$ cat src/rtl/pwr_mode_ctl.sv
module pwr_mode_ctl #(
  parameter int RST_TICKS = 2
) (
  input  logic       clk,
  input  logic       mc_tick,
  input  logic       rst_pin,
  input  logic       irq,
  input  logic       wr_en,
  input  logic [1:0] wr_data,
  input  logic       ext_prog,
  output logic [1:0] mode,
  output logic       cpu_clk_en,
  output logic       per_clk_en,
  output logic       osc_en,
  output logic       cpu_rst,
  output logic       strobe_force,
  output logic       ale_lvl,
  output logic       psen_lvl,
  output logic       p0_float,
  output logic       p2_addr,
  output logic       ram_wr_block
);
  localparam int CW = $clog2(RST_TICKS + 1);
  localparam logic [1:0] M_RUN = 2'b00, M_IDLE = 2'b01, M_PD = 2'b10;

  logic [CW-1:0] rcnt;
  logic idl_q, pd_q;
  logic in_run, in_idle, in_pd;

  assign mode    = pd_q ? M_PD : (idl_q ? M_IDLE : M_RUN);
  assign in_run  = (mode == M_RUN);
  assign in_idle = (mode == M_IDLE);
  assign in_pd   = (mode == M_PD);

  assign cpu_rst = (rcnt == CW'(RST_TICKS));

  always_ff @(posedge clk) begin
    if (!rst_pin)
      rcnt <= '0;
    else if (mc_tick && osc_en && !cpu_rst)
      rcnt <= rcnt + 1'b1;
  end

  always_ff @(posedge clk) begin
    if (cpu_rst) begin
      idl_q <= 1'b0;
      pd_q  <= 1'b0;
    end else if (in_run && wr_en) begin
      idl_q <= wr_data[0];
      pd_q  <= wr_data[1];
    end else if (in_idle && irq) begin
      idl_q <= 1'b0;
    end
  end

  assign cpu_clk_en   = in_run;
  assign per_clk_en   = !in_pd;
  assign osc_en       = !in_pd || rst_pin;
  assign strobe_force = !in_run;
  assign ale_lvl      = in_idle;
  assign psen_lvl     = in_idle;
  assign p0_float     = !in_run && ext_prog;
  assign p2_addr      = in_idle && ext_prog;
  assign ram_wr_block = in_idle && rst_pin;
endmodule


$ cat config.mk
export PLATFORM = sky130hd
export DESIGN_NAME = pwr_mode_ctl
export DESIGN_NICKNAME = d
export VERILOG_FILES = /design/src/rtl/pwr_mode_ctl.sv
export SDC_FILE = /design/constraint.sdc
export NUM_CORES = 1
export LEC_CHECK = 0
export ABC_CLOCK_PERIOD_IN_PS = 1000
export BUFFER_PORTS_ARGS = -buffer_cell sky130_fd_sc_hd__buf_2
export CORE_AREA = 2 2 39 41
export DETAILED_ROUTE_END_ITERATION = 10
export DIE_AREA = 0 0 41 43
export GPL_TIMING_DRIVEN = 0
export PLACE_DENSITY = 0.56
export SLEW_MARGIN = 30
export SYNTH_ARGS = -nofsm -noshare
export SYNTH_HDL_FRONTEND = slang
export SYNTH_SLANG_ARGS = --single-unit
$ cat constraint.sdc
create_clock -name clk -period 1 [get_ports clk]
set_input_delay 0.2 -clock clk [delete_from_list [all_inputs] [get_ports clk]]
set_output_delay 0.2 -clock clk [all_outputs]
set_load 0.05 [all_outputs]
==> impl_summary.log <==
[metrics] run status: finished with violations
[metrics] failing checks: setup timing
[metrics] proportion of synthesized chip area in sequential cells: 0.327
[metrics] horizontal die dimension: 41 um
[metrics] Std-Cell Rows: 14
[metrics] CP required: 0.80 ns
[metrics] largest driver fanout on the critical path: 4
[metrics] Antenna diodes: 0
[metrics] number of cells produced by synthesis: 26
[metrics] input/output buffers: 19
[metrics] placed wire-length estimate: 438 um
[metrics] latest clock arrival within the worst-skew pair: 0.23 ns
[metrics] Highest Clock Rate: 777 MHz
[metrics] count of endpoints failing hold in the final timing report: 0
[metrics] count of yosys warnings during synthesis: 0
[metrics] Starting Density: 0.177
[metrics] Detailed Route WL: 671 um
[metrics] 1st-pass router iterations: 1
[metrics] cell depth of the worst setup path: 3
[metrics] post-route clock period utilization: 1.29
[metrics] share of cells above drive strength 1: 0.849
[metrics] Area growth syn-to-layout: 124%
[metrics] total overflow reported by the global router: 0
[metrics] worst setup path category: reg -> out
[metrics] post-synth cell types: 17
[metrics] GP Congestion: 0.602
[metrics] type of destination of the critical path: output pin
[metrics] largest clock skew in the final design: 0.00181 ns
[metrics] setup violation total in the final timing report: 14
[metrics] leading area contributor after synthesis: dfxtp_1
[metrics] fraction of synthesized cell area taken by the top area cell type: 0.327
[metrics] detailed-route wire length per cell: 9.72 um
[metrics] commonest non-fill, non-tap cell in the layout: buf_2
[metrics] Min-Delay Path Class: in -> reg
[metrics] relative slew slack: 0.834
[metrics] critical path startpoint category: flop
[metrics] average cell area after synthesis: 9.43 um2
[metrics] cell leakage power: 0.265 nW
[metrics] DIE HEIGHT: 43 um
[metrics] power density cells: 3820 mW/mm2
[metrics] aggregate negative setup slack: -2.43 ns
[metrics] summed instance area of the synthesized netlist: 245 um2
[metrics] vias: 288
[metrics] clock sinks: 4
[metrics] Nets: 64
[metrics] standard cell with the maximum stage delay on the critical path: dfxtp_4
[metrics] largest stage delay on the critical path: 0.36 ns
[metrics] total clock buffers created by CTS: 3
[metrics] number of placed I/O pins: 20
[metrics] Max-Cap Viols: 0
[metrics] mean number of vias per cell: 4.17
[metrics] worst ir drop on vdd: 0.777 mV
[metrics] pin slew with the least headroom to its limit: 0.251 ns
[metrics] number of cells on the worst reg-to-reg path: 6
[metrics] unrepaired setup endpoints after global routing: yes
[metrics] GRT Util Overall: 0.0722
[metrics] Worst Hold Path Cells: 2
[metrics] final critical-path required period: 1.29 ns
[metrics] worst hold slack: 0.141 ns
[metrics] arrival time reported for the critical path endpoint: 1.09 ns
[metrics] flops & latches, synth: 4
[metrics] first-pass GRT wire length: 793 um
[metrics] buffer and inverter count on the worst path: 1
[metrics] Iter 0 DRT Violations: 0
[metrics] area of the die: 0.00176 mm2
[metrics] kind of cell adding the most delay to the critical path: flip-flops
[metrics] number of global-route vias before repair: 242
[metrics] Placed Cells incl. Taps: 61
[metrics] antenna violation net count after detailed routing: 0
[metrics] fin cells: 69
[metrics] number of remaining DRC errors: 0
[metrics] clock tree from TritonCTS: yes
[metrics] Core ar.: 0.00138 mm2
[metrics] most used cells in the layout excluding fill and tap cells: buf_2 (9), buf_6 (7), buf_4 (5), buf_8 (5)
[metrics] clk root buf: clkbuf_4
[metrics] max-slew violation total from the final report: 0
[metrics] leading cell types by total area after synthesis: dfxtp_1 (33%), nor2b_4 (11%), and2_1 (10%)
[metrics] post-CTS clock slew at the launch and capture registers of the worst setup and hold paths: 0.04 ns
[metrics] initial antenna violation count: 0
[metrics] syn nets: 35
[metrics] crit path setup slack, layout: -0.286 ns
[metrics] # H-tree levels: 1
[metrics] maximum root-to-sink buffer count: 2
[metrics] pin count of the biggest net entering global routing: 7
[metrics] series of cell instances along the critical path: nor2b_4, and2_4, buf_8
[path summary, 6_finish.rpt]
check                                           from                   end  slack (ns)
worst max-delay path              idl_q$_SDFFE_PN0P_               p2_addr       -0.29
worst min-delay path                             irq    idl_q$_SDFFE_PN0P_        0.14
worst max register to register  rcnt[0]$_SDFFE_PN0P_  rcnt[0]$_SDFFE_PN0P_       -0.06
worst min register to register  rcnt[1]$_SDFFE_PN0P_  rcnt[1]$_SDFFE_PN0P_        0.53
[metal layers]
layer  up-vias  share of wire  GRT usage  wire [um]
met5         -              0          0          0
met4         0              0     0.0400          0
met3         0           0.11     0.0628         76
met2        18           0.57      0.138        380
met1       132           0.32     0.0321        214
li1        138              -          -          -
[registers in the layout (all words and copies together), names as in the netlist]
name   flops
rcnt       2
idl_q      1
pd_q       1
[cell type report]
type / count / area, um2
well taps: 16 / 20.0
flip-flops and latches: 4 / 90.1
inverters: 3 / 15.0
multi-input cells: 17 / 166
fillers: 133 / 833
repair buffers: 24 / 218
plain buffers: 2 / 18.8
clock buffers: 3 / 22.5
[power breakdown]
group | internal [mW] | switching (mW) | leakage [nW]
Combinational | 0.651 | 0.915 | 0.216
Clock | 0.134 | 0.0625 | 0.0138
Sequential | 0.243 | 0.0967 | 0.0349
Total | 1.03 | 1.07 | 0.265
[cell usage after synthesis (all sizes together)]
cell type and n:
dfxtp 4, nand3b 1, inv 3, a31oi 1
a21oi 1, nand2 1, ha 1, xnor2 1
o211a 1, buf 2, or2b 1, nor2b 3
and2 4, a211oi 1, nor2 1
[cells by family (layout without fill, tap and decap cells)]
| logic type | after synthesis | after routing | share of synthesized area |
|---|---|---|---|
| AO/OA/AOI/OAI | 4 | 4 | 0.138 |
| XOR/XNOR | 1 | 1 | 0.0357 |
| adder cells (fa/ha/maj) | 1 | 1 | 0.0510 |
| buffers and inverters | 5 | 32 | 0.107 |
| flip-flops | 4 | 4 | 0.327 |
| AND/OR/NAND/NOR | 11 | 11 | 0.342 |
[repair_timing]
| action | 4_1_cts | 5_1_grt |
|---|---|---|
| gates cloned | 0 | 0 |
| pin swaps | 5 | 0 |
| resized for setup | 29 | 2 |
| endpoints found under the setup margin | 12 | 14 |
| setup buffers | 4 | 1 |
| hold buffers | 0 | 0 |
| endpoints found under the hold margin | 0 | 0 |
[metrics by stage]
step                      setup WS (ns)  total power [mW]  area (um2)   util
after detailed placement         -0.221              1.52         394  0.285
final                            -0.286              2.10         551  0.398
after global routing             -0.320              2.20         551  0.398
after floorplan                  -0.542              1.32         279      -
after CTS                        -0.297              2.05         536  0.387
after global placement           -0.217              1.52         394  0.285
Power figures use the tool's default switching activity.
